## src/rtl/srq_pkg.sv

```systemverilog
package srq_pkg;
    typedef enum logic [1:0] {
        ST_ACQUIRE = 2'd0,
        ST_TRACK   = 2'd1,
        ST_FOLLOW  = 2'd2
    } srq_state_e;
endpackage

```

## src/rtl/srq_raw_step.sv

```systemverilog
module srq_raw_step #(
    parameter int RATIO_W   = 12,
    parameter int NUM_STEPS = 6,
    parameter int STEP_SIZE = 256,
    parameter int STEP_W    = $clog2(NUM_STEPS)
) (
    input  logic [RATIO_W-1:0] ratio_i,
    output logic [STEP_W-1:0]  step_o
);
    localparam int PAD_W = 32 - RATIO_W;

    logic [31:0]          ratio_wide;
    logic [NUM_STEPS-1:0] at_or_above;

    assign ratio_wide = {{PAD_W{1'b0}}, ratio_i};
    assign at_or_above[0] = 1'b1;

    // One comparator per step boundary; the boundaries rise with k.
    for (genvar k = 1; k < NUM_STEPS; k++) begin : g_bound
        assign at_or_above[k] = (ratio_wide >= 32'(k * STEP_SIZE));
    end

    always_comb begin
        step_o = '0;
        for (int k = 1; k < NUM_STEPS; k++) begin
            step_o = step_o + STEP_W'(at_or_above[k]);
        end
    end
endmodule

```

## src/rtl/srq_hyst.sv

```systemverilog
module srq_hyst #(
    parameter int RATIO_W   = 12,
    parameter int NUM_STEPS = 6,
    parameter int STEP_SIZE = 256,
    parameter int MARGIN    = 32,
    parameter int STEP_W    = $clog2(NUM_STEPS)
) (
    input  logic [RATIO_W-1:0] ratio_i,
    input  logic [STEP_W-1:0]  cur_i,
    output logic [STEP_W-1:0]  nxt_o,
    output logic               go_up_o,
    output logic               go_down_o
);
    localparam int PAD_W = 32 - RATIO_W;
    localparam logic [STEP_W-1:0] TOP_STEP = STEP_W'(NUM_STEPS - 1);

    logic [31:0] ratio_wide;
    logic [31:0] low_edge;
    logic [31:0] rise_thr;

    assign ratio_wide = {{PAD_W{1'b0}}, ratio_i};
    assign low_edge   = 32'(cur_i) * 32'(STEP_SIZE);
    assign rise_thr   = low_edge + 32'(STEP_SIZE) + 32'(MARGIN);

    // Falling test is moved to the ratio side so no threshold goes negative.
    assign go_up_o   = (cur_i != TOP_STEP) && (ratio_wide >= rise_thr);
    assign go_down_o = (cur_i != '0) && ((ratio_wide + 32'(MARGIN)) < low_edge);

    always_comb begin
        nxt_o = cur_i;
        if (go_up_o) begin
            nxt_o = cur_i + 1'b1;
        end else if (go_down_o) begin
            nxt_o = cur_i - 1'b1;
        end
    end


    always_comb begin
        up_down_excl_chk: assert ($onehot0({go_up_o, go_down_o}));
    end
endmodule

```

## src/rtl/srq_share_rx.sv

```systemverilog
module srq_share_rx #(
    parameter int NUM_STEPS = 6,
    parameter int STEP_W    = $clog2(NUM_STEPS)
) (
    input  logic [STEP_W-1:0] share_i,
    output logic [STEP_W-1:0] step_o
);
    localparam logic [STEP_W-1:0] TOP_STEP = STEP_W'(NUM_STEPS - 1);

    assign step_o = (share_i > TOP_STEP) ? TOP_STEP : share_i;
endmodule

```

## src/rtl/ratio_scale_hyst.sv

```systemverilog
module ratio_scale_hyst
    import srq_pkg::*;
#(
    parameter int RATIO_W   = 12,
    parameter int NUM_STEPS = 6,
    parameter int STEP_SIZE = 256,
    parameter int MARGIN    = 32,
    parameter int STEP_W    = $clog2(NUM_STEPS)
) (
    input  logic               clk,
    input  logic               rst_n,
    input  logic               is_master,
    input  logic [RATIO_W-1:0] ratio_in,
    input  logic               ratio_vld,
    input  logic [STEP_W-1:0]  share_in,
    input  logic               share_in_vld,
    output logic [STEP_W-1:0]  scale_out,
    output logic               scale_vld,
    output logic [STEP_W-1:0]  share_out,
    output logic               share_out_vld
);
    localparam logic [STEP_W-1:0] TOP_STEP = STEP_W'(NUM_STEPS - 1);

    srq_state_e        state_q, state_d;
    logic [STEP_W-1:0] scale_q;
    logic              bcast_q;
    logic [STEP_W-1:0] raw_step;
    logic [STEP_W-1:0] hyst_step;
    logic [STEP_W-1:0] rx_step;
    logic              hyst_up, hyst_down;

    srq_raw_step #(
        .RATIO_W(RATIO_W), .NUM_STEPS(NUM_STEPS),
        .STEP_SIZE(STEP_SIZE), .STEP_W(STEP_W)
    ) u_raw (
        .ratio_i(ratio_in),
        .step_o (raw_step)
    );

    srq_hyst #(
        .RATIO_W(RATIO_W), .NUM_STEPS(NUM_STEPS), .STEP_SIZE(STEP_SIZE),
        .MARGIN(MARGIN), .STEP_W(STEP_W)
    ) u_hyst (
        .ratio_i  (ratio_in),
        .cur_i    (scale_q),
        .nxt_o    (hyst_step),
        .go_up_o  (hyst_up),
        .go_down_o(hyst_down)
    );

    srq_share_rx #(
        .NUM_STEPS(NUM_STEPS), .STEP_W(STEP_W)
    ) u_rx (
        .share_i(share_in),
        .step_o (rx_step)
    );

    // Next-state logic
    always_comb begin
        state_d = state_q;
        unique case (state_q)
            ST_ACQUIRE: begin
                if (is_master && ratio_vld) begin
                    state_d = ST_TRACK;
                end else if (!is_master && share_in_vld) begin
                    state_d = ST_FOLLOW;
                end
            end
            ST_TRACK: begin
                if (!is_master) begin
                    state_d = ST_FOLLOW;
                end
            end
            ST_FOLLOW: begin
                if (is_master) begin
                    state_d = ST_ACQUIRE;
                end
            end
            default: state_d = ST_ACQUIRE;
        endcase
    end

    // State register
    always_ff @(posedge clk or negedge rst_n) begin
        if (!rst_n) begin
            state_q <= ST_ACQUIRE;
        end else begin
            state_q <= state_d;
        end
    end

    // Output registers
    always_ff @(posedge clk or negedge rst_n) begin
        if (!rst_n) begin
            scale_q <= '0;
            bcast_q <= 1'b0;
        end else begin
            bcast_q <= 1'b0;
            unique case (state_q)
                ST_ACQUIRE: begin
                    if (is_master && ratio_vld) begin
                        scale_q <= raw_step;
                        bcast_q <= 1'b1;
                    end else if (!is_master && share_in_vld) begin
                        scale_q <= rx_step;
                    end
                end
                ST_TRACK: begin
                    if (is_master) begin
                        if (ratio_vld) begin
                            scale_q <= hyst_step;
                            bcast_q <= 1'b1;
                        end
                    end else if (share_in_vld) begin
                        scale_q <= rx_step;
                    end
                end
                ST_FOLLOW: begin
                    if (!is_master && share_in_vld) begin
                        scale_q <= rx_step;
                    end
                end
                default: scale_q <= scale_q;
            endcase
        end
    end

    assign scale_out     = scale_q;
    assign scale_vld     = (state_q != ST_ACQUIRE);
    assign share_out     = scale_q;
    assign share_out_vld = bcast_q;


    acquire_valid_chk: assert property (@(posedge clk) disable iff (!rst_n)
        (state_q == ST_ACQUIRE && is_master && ratio_vld) |=> scale_vld);


    single_step_chk: assert property (@(posedge clk) disable iff (!rst_n)
        (state_q == ST_TRACK && is_master && ratio_vld) |=>
        (scale_out == $past(scale_out)) || (scale_out == $past(scale_out) + 1'b1) ||
        (scale_out + 1'b1 == $past(scale_out)));


    no_strobe_hold_chk: assert property (@(posedge clk) disable iff (!rst_n)
        (!ratio_vld && !share_in_vld) |=> $stable(scale_out));


    slave_silent_chk: assert property (@(posedge clk) disable iff (!rst_n)
        !is_master |=> !share_out_vld);


    slave_ignore_chk: assert property (@(posedge clk) disable iff (!rst_n)
        (!is_master && !share_in_vld) |=> $stable(scale_out));


    step_range_chk: assert property (@(posedge clk) disable iff (!rst_n)
        scale_out <= TOP_STEP);


    reacquire_chk: assert property (@(posedge clk) disable iff (!rst_n)
        (state_q == ST_FOLLOW && is_master) |=> (!scale_vld && $stable(scale_out)));
endmodule

```

## config.mk

```make
export PLATFORM = sky130hd
export DESIGN_NAME = ratio_scale_hyst
export DESIGN_NICKNAME = d
export VERILOG_FILES = /design/src/rtl/srq_pkg.sv /design/src/rtl/srq_raw_step.sv /design/src/rtl/srq_hyst.sv /design/src/rtl/srq_share_rx.sv /design/src/rtl/ratio_scale_hyst.sv
export SDC_FILE = /design/constraint.sdc
export NUM_CORES = 1
export LEC_CHECK = 0
export BUFFER_PORTS_ARGS = -buffer_cell sky130_fd_sc_hd__buf_2
export CORE_ASPECT_RATIO = 1.2
export CORE_MARGIN = 10
export CORE_UTILIZATION = 52
export CTS_CLUSTER_SIZE = 30
export DETAILED_ROUTE_END_ITERATION = 16
export PLACE_DENSITY = 0.91
export SLEW_MARGIN = 40
export SYNTH_ARGS = -nofsm -noshare
export SYNTH_HDL_FRONTEND = slang
export SYNTH_SLANG_ARGS = --single-unit
```

## constraint.sdc

```tcl
create_clock -name clk -period 3.7 [get_ports clk]
set_clock_uncertainty 0.2 [all_clocks]
set_input_delay 0.925 -clock clk [delete_from_list [all_inputs] [get_ports clk]]
set_output_delay 0.925 -clock clk [all_outputs]
set_load 0.005 [all_outputs]
```

==> results of run 1 <==
==> where the power goes <==
| group | switching [W] | total [W] | leakage (nW) | internal, W |
|---|---|---|---|---|
| logic | 0.000319 | 0.000609 | 0.496 | 0.000290 |
| registers | 0.0000344 | 0.000131 | 0.0762 | 0.0000964 |
| clock network | 0.0000203 | 0.0000567 | 0.0138 | 0.0000365 |
| total | 0.000373 | 0.000796 | 0.586 | 0.000423 |
==> state kept, by name, indices dropped and copies added, names as in the netlist <==
| name | flops |
|---|---|
| share_out_vld | 1 |
| scale_out | 3 |
| state_q | 2 |
==> kinds of logic (layout without fill, tap and decap cells) <==
logic type               count (synthesis)  after routing  synth area share, %
multiplexers                            11             11                11.30
flip-flops                               6              6                14.91
buffers and inverters                   18             44                7.950
AND/OR/NAND/NOR                         28             28                15.65
AO/OA/AOI/OAI                           30             30                22.98
XOR/XNOR                                 3              3                2.609
adder cells (fa/ha/maj)                 18             18                24.60
==> Yosys cell counts (all sizes together) (2+ instances only) <==
cell type	count
a211oi	2
nor2	4
o22ai	2
dfrtp	6
ha	15
clkbuf	2
nand3	2
fa	3
xnor2	3
nand2	5
o211ai	2
inv	12
a22oi	2
nand2b	2
buf	4
a21oi	4
and3	3
nor2b	2
o21ai	3
o21a	3
nand4	2
mux2i	8
or2	3
mux2	3
==> cells in the final DEF, fill, tap and decap left out, types with 2 or more instances in the layout <==
cell type	instances
o211ai_1	2
nand2_1	5
mux2_2	2
dfrtp_1	6
o21a_1	3
a21oi_1	4
or2_2	2
a211oi_2	2
xnor2_1	3
o21ai_0	3
mux2i_1	8
buf_4	7
ha_1	13
fa_1	2
nand4_1	2
nand2b_1	2
nor2b_1	2
a22oi_1	2
inv_1	10
clkbuf_4	3
nand3_1	2
nor2_1	4
and3_1	3
o22ai_1	2
inv_2	2
buf_2	21
==> through the flow <==
stage | hold slack [ns] | total power [W] | setup TNS [ns]
6_report | 0.2970 | 0.0007962 | 0
5_1_grt | 0.2910 | 0.0008922 | -0.006469
4_1_cts | 0.2989 | 0.0008020 | 0
3_5_place_dp | 0.3639 | 0.0007408 | -0.3838
3_3_place_gp | 0.3536 | 0.0007076 | -0.3403
2_1_floorplan | 0.3326 | 0.0005641 | -0.02597
==> layout make-up <==
| cell class | instances | area, um^2 |
|---|---|---|
| Multi-Input combinational cell | 90 | 805.8 |
| Fill cell | 158 | 634.4 |
| Timing Repair Buffer | 29 | 168.9 |
| Sequential cell | 6 | 150.1 |
| Inverter | 12 | 45.04 |
| Tap cell | 19 | 23.77 |
| Clock buffer | 3 | 22.52 |
==> path summary, 6_finish.rpt <==
check	from	to	slack (ns)	cells after the start
worst max-delay path	ratio_in[11]	scale_out[1]	0.06	12
worst min-delay path	rst_n	scale_out[2]	0.30	1
worst max register to register	scale_out[1]	scale_out[1]	0.26	13
worst min register to register	state_q[1]	state_q[1]	0.37	1
max in group asynchronous	rst_n	state_q[1]	2.86	1
min in group clk	state_q[1]	state_q[1]	0.37	1
==> metal layers <==
layer  wire (um)  GRT usage, %  up-vias  part of all wire, %
li1            -             -      472                    -
met1         913         13.64      458                   39
met2        1287         23.20       22                   54
met3         146         3.519        2                  6.2
met4          21         3.652        0                 0.89
met5           0             0        -                    0
==> critical path, delay by kind of cell <==
family	cells	cell delay, ns
adder cells (fa/ha/maj)	4	1.41
multiplexers	3	0.47
AND/OR/NAND/NOR	2	0.60
buffers and inverters	3	0.18
==> repair_timing <==
| item | in CTS | in global routing |
|---|---|---|
| endpoints found under the setup margin | 0 | 1 |
| hold buffers | 0 | 0 |
| resized for setup | 0 | 1 |
==> flow_summary.yaml, run 1 <==
die:
  die_x_um: 60.18
  initial_core_util_pct: 54.43
  dieArea_mm2: 0.004105
  pin_count: 28
  placementRows: 17
  core_mm2: 0.001851
  die_h_um: 68.21
hold_path:
  min_path_type: "in -> async"
power:
  peakVddDrop_mv: 0.6806
  p_leak_nw: 0.5857
  power.density_mw_per_mm2: 654.6
placement:
  dpl_cell_area_mm2: 0.001187
  dp.cells: 156
  place_hpwl_um: 2049
  routabilityCongestion: 0.9042
  port_buffers: 22
  pre_cts_slack_ns: -0.2254
sta:
  fin_crit_sh_pct: 98.47
  layout_min_cycle_time_ns: 3.643
  setup_violations: 0
  setup_ws_ns: 0.05678
  slew_headroom_pct: 74.29
  drv_slew: 0
  final_hold_viol_count: 0
  worst_slew_pin_slew_ns: 0.3759
  rsz0062_at_grt: "true"
  timing.fmax_mhz: 274.5
routing:
  drtIter0Drc: 8
  vias: 954
  route.detailed.wl_per_inst_um: 14.90
  drc: 0
  via_per_inst: 6.000
  antenna_left: 0
  first_pass_iters: 4
  wl_um: 2369
synthesis:
  synth_seq_cells: 6
  synth_top_cell_area_share_pct: 18.63
  avgSynthCellArea_um2: 8.835
  synth_edf_count: 0
  synth_top_cell_by_area: "ha_1"
  seq_area_frac_synth_pct: 14.91
  ys_top_cells_by_area: "ha_1, dfrtp_1, mux2i_1, fa_1, inv_1"
  syn_inst: 114
  synth_ff_type: "dfrtp_1"
  ys_warn_count: 0
  syn_nets: 152
  syn_area_mm2: 0.001007
  postSynth.asyncResetShare_pct: 100.0
  synth_cell_types: 43
clock_network:
  root_buffer: "clkbuf_4"
  clkSlewWorstSetupHoldPaths_ns: 0.04
  insertion_delay_ns: 0.24
  htree_num_levels: 1
  post_cts_buffers: 0
  cts_buffers: 3
  cts_buffer_depth: 2
  cts_sinks: 6
  cts_tree: "yes"
global_routing:
  grt_pass1_wl_um: 4215
  grtUsageTotal_pct: 12.65
  overflow: 0
  grt_max_degree: 16
  antenna_found_initial: 0
  grt_pass1_vias: 991
worst_setup_path:
  crit_chain: "buf_2 > or3_4 > or2_4 > ha_4 > inv_2 > fa_1 > inv_1 > ha_2 > fa_2 > mux2i_1 > mux2_4 > mux2i_1"
  slowest_delay_ns: 0.52
  cp_max_fo: 2
  slowest_stage: "fa_2"
  cp.required_ns: 3.66
  end_kind: "register"
  worstPathArrival_ns: 3.60
  crit_path_frequent_cell: "mux2i_1"
  start_kind: "primary input"
  crit_type: "in -> reg"
finish:
  finalNonFillerCells: 159
  area_delta_synth_final_pct: 20.75
  diodes: 0
  stdcell_area_mm2: 0.001216
  drive_above_1_share_pct: 34.29
  finish.utilization_pct: 65.72
  num-nets-final: 180
run:
  cap_violations: 0
run_status:
  status: "completed"
No activity file was read; power rests on OpenSTA's default activity.
==> run 2, diff against run 1 <==
--- a/config.mk
+++ b/config.mk
@@ -11,7 +11,7 @@
 export CORE_UTILIZATION = 52
 export CTS_CLUSTER_SIZE = 30
 export DETAILED_ROUTE_END_ITERATION = 16
-export PLACE_DENSITY = 0.91
+export PLACE_DENSITY = 0.85
 export SLEW_MARGIN = 40
 export SYNTH_ARGS = -nofsm -noshare
 export SYNTH_HDL_FRONTEND = slang
==> run 2 against run 1 <==
Effect of this change:
- total power increased by 0.88%
- cell count increased by 0.63%
- wire length increased by 3.3%
- non-clock buffer count increased by 1
- count of clock-buffer cells in the layout unchanged
- critical path type unchanged
==> flow_summary.yaml, run 2 (same netlist as run 1, synthesis figures left out) <==
routing:
  antenna_left: 0
  wl_um: 2446
  first_pass_iters: 4
  via_per_inst: 5.963
  vias: 954
  drc: 0
  route.detailed.wl_per_inst_um: 15.29
  drtIter0Drc: 15
finish:
  finish.utilization_pct: 66.13
  seq_area_um2: 150.1
  finalNonFillerCells: 160
  final_cell_mix: "buf_2, ha_1, inv_1"
  area_delta_synth_final_pct: 21.49
  n_fill_cell: 159
  largest_reg_flops: 3
  top_register: "scale_out"
  diodes: 0
  multi_input_area_um2: 805.8
  drive_above_1_share_pct: 34.75
  final_common_cell: "buf_2"
  num-nets-final: 181
power:
  power.density_mw_per_mm2: 656.3
  peakVddDrop_mv: 0.5662
  p_leak_nw: 0.5905
clock_network:
  clkSlewWorstSetupHoldPaths_ns: 0.05
  insertion_delay_ns: 0.26
  cts_tree: "yes"
  cts_sinks: 6
  cts_buffers: 3
  cts_buffer_depth: 2
  htree_num_levels: 1
  root_buffer: "clkbuf_4"
die:
  die_h_um: 68.21
  placementRows: 17
  core_mm2: 0.001851
  initial_core_util_pct: 54.43
  dieArea_mm2: 0.004105
  pin_count: 28
  die_x_um: 60.18
sta:
  layout_min_cycle_time_ns: 3.609
  slew_headroom_pct: 73.06
  rsz0062_at_grt: "false"
  drv_slew: 0
  timing.fmax_mhz: 277.1
  worst_slew_pin_slew_ns: 0.3939
  fin_crit_sh_pct: 97.55
  final_hold_viol_count: 0
  setup_violations: 0
placement:
  dp.cells: 157
  routabilityCongestion: 0.8858
  port_buffers: 22
  place_hpwl_um: 2028
global_routing:
  grt_pass1_vias: 923
  grtUsageTotal_pct: 12.54
  overflow: 0
  grt_max_degree: 16
  antenna_found_initial: 0
  grt_pass1_wl_um: 3946
worst_setup_path:
  crit_path_start: "ratio_in[9]"
  worstPathArrival_ns: 3.59
  end_kind: "register"
  cp_max_fo: 2
  crit_type: "in -> reg"
  cp.required_ns: 3.69
  r2r_start: "scale_out[1]"
  start_kind: "primary input"
hold_path:
  min_path_type: "in -> async"
run_status:
  status: "completed"
run:
  cap_violations: 0
[run 2: cell types whose count changed in the layout (fill, tap and decap cells not counted), sizes merged]
cell and delta:
buf +1
[run 2: layout make-up]
| type | instances | area share, % |
|---|---|---|
| repair buffers | 30 | 14.42 |
| multi-input cells | 90 | 65.85 |
| inverters | 12 | 3.681 |
| clock buffers | 3 | 1.840 |
| well taps | 19 | 1.943 |
| flip-flops and latches | 6 | 12.27 |
[run 2: path summary, 6_finish.rpt]
kind	slack, ns	cells past startpoint	end
worst max-delay path	0.09	12	scale_out[1]
worst min-delay path	0.27	1	scale_out[1]
worst max register to register	0.26	13	scale_out[1]
worst min register to register	0.36	1	state_q[1]
max in group asynchronous	2.87	1	state_q[1]
min in group clk	0.36	1	state_q[1]
[run 2: routing by layer]
layer / vias to the layer above / global-route usage (%) / wire length, um
li1: 473 / - / -
met3: 5 / 4.074 / 170
met4: 0 / 6.180 / 33
met5: - / 0 / 0
met1: 454 / 12.37 / 934
met2: 22 / 22.81 / 1307
[run 2: timing repair]
action / 4_1_cts / 5_1_grt
hold buffers: 0 / 0
resized for setup: 0 / 1
endpoints found under the setup margin: 0 / 1
buffers inserted: 0 / 0
[run 2: worst max-delay path, cell delays in order]
cell and delay, ns:
buf_6 0.09, or3_4 0.38, or2_4 0.24, ha_4 0.26, inv_2 0.03, fa_1 0.47, inv_1 0.04, ha_2 0.16
fa_2 0.52, mux2i_1 0.06, mux2_4 0.28, mux2i_1 0.13
[run 2: where the power goes]
part	leakage (nW)	internal [W]	total, W	switching, W
Combinational	0.500	0.000291	0.000610	0.000319
Sequential	0.0762	0.0000963	0.000129	0.0000324
Clock	0.0138	0.0000370	0.0000645	0.0000276
[run 2: per-stage QoR]
stage	power, W	hold slack, ns	worst slack (ns)	setup TNS [ns]	cell area [um^2]
after global placement	0.0007122	0.3584	-0.2078	-0.3480	1195
after CTS	0.0008114	0.2673	0.04424	0	1217
after detailed placement	0.0007407	0.3578	-0.2386	-0.3832	1195
after global routing	0.0008906	0.2630	0.001864	0	1224
final	0.0008031	0.2719	0.09074	0	1224
after floorplan	0.0005641	0.3326	-0.02597	-0.02597	1036
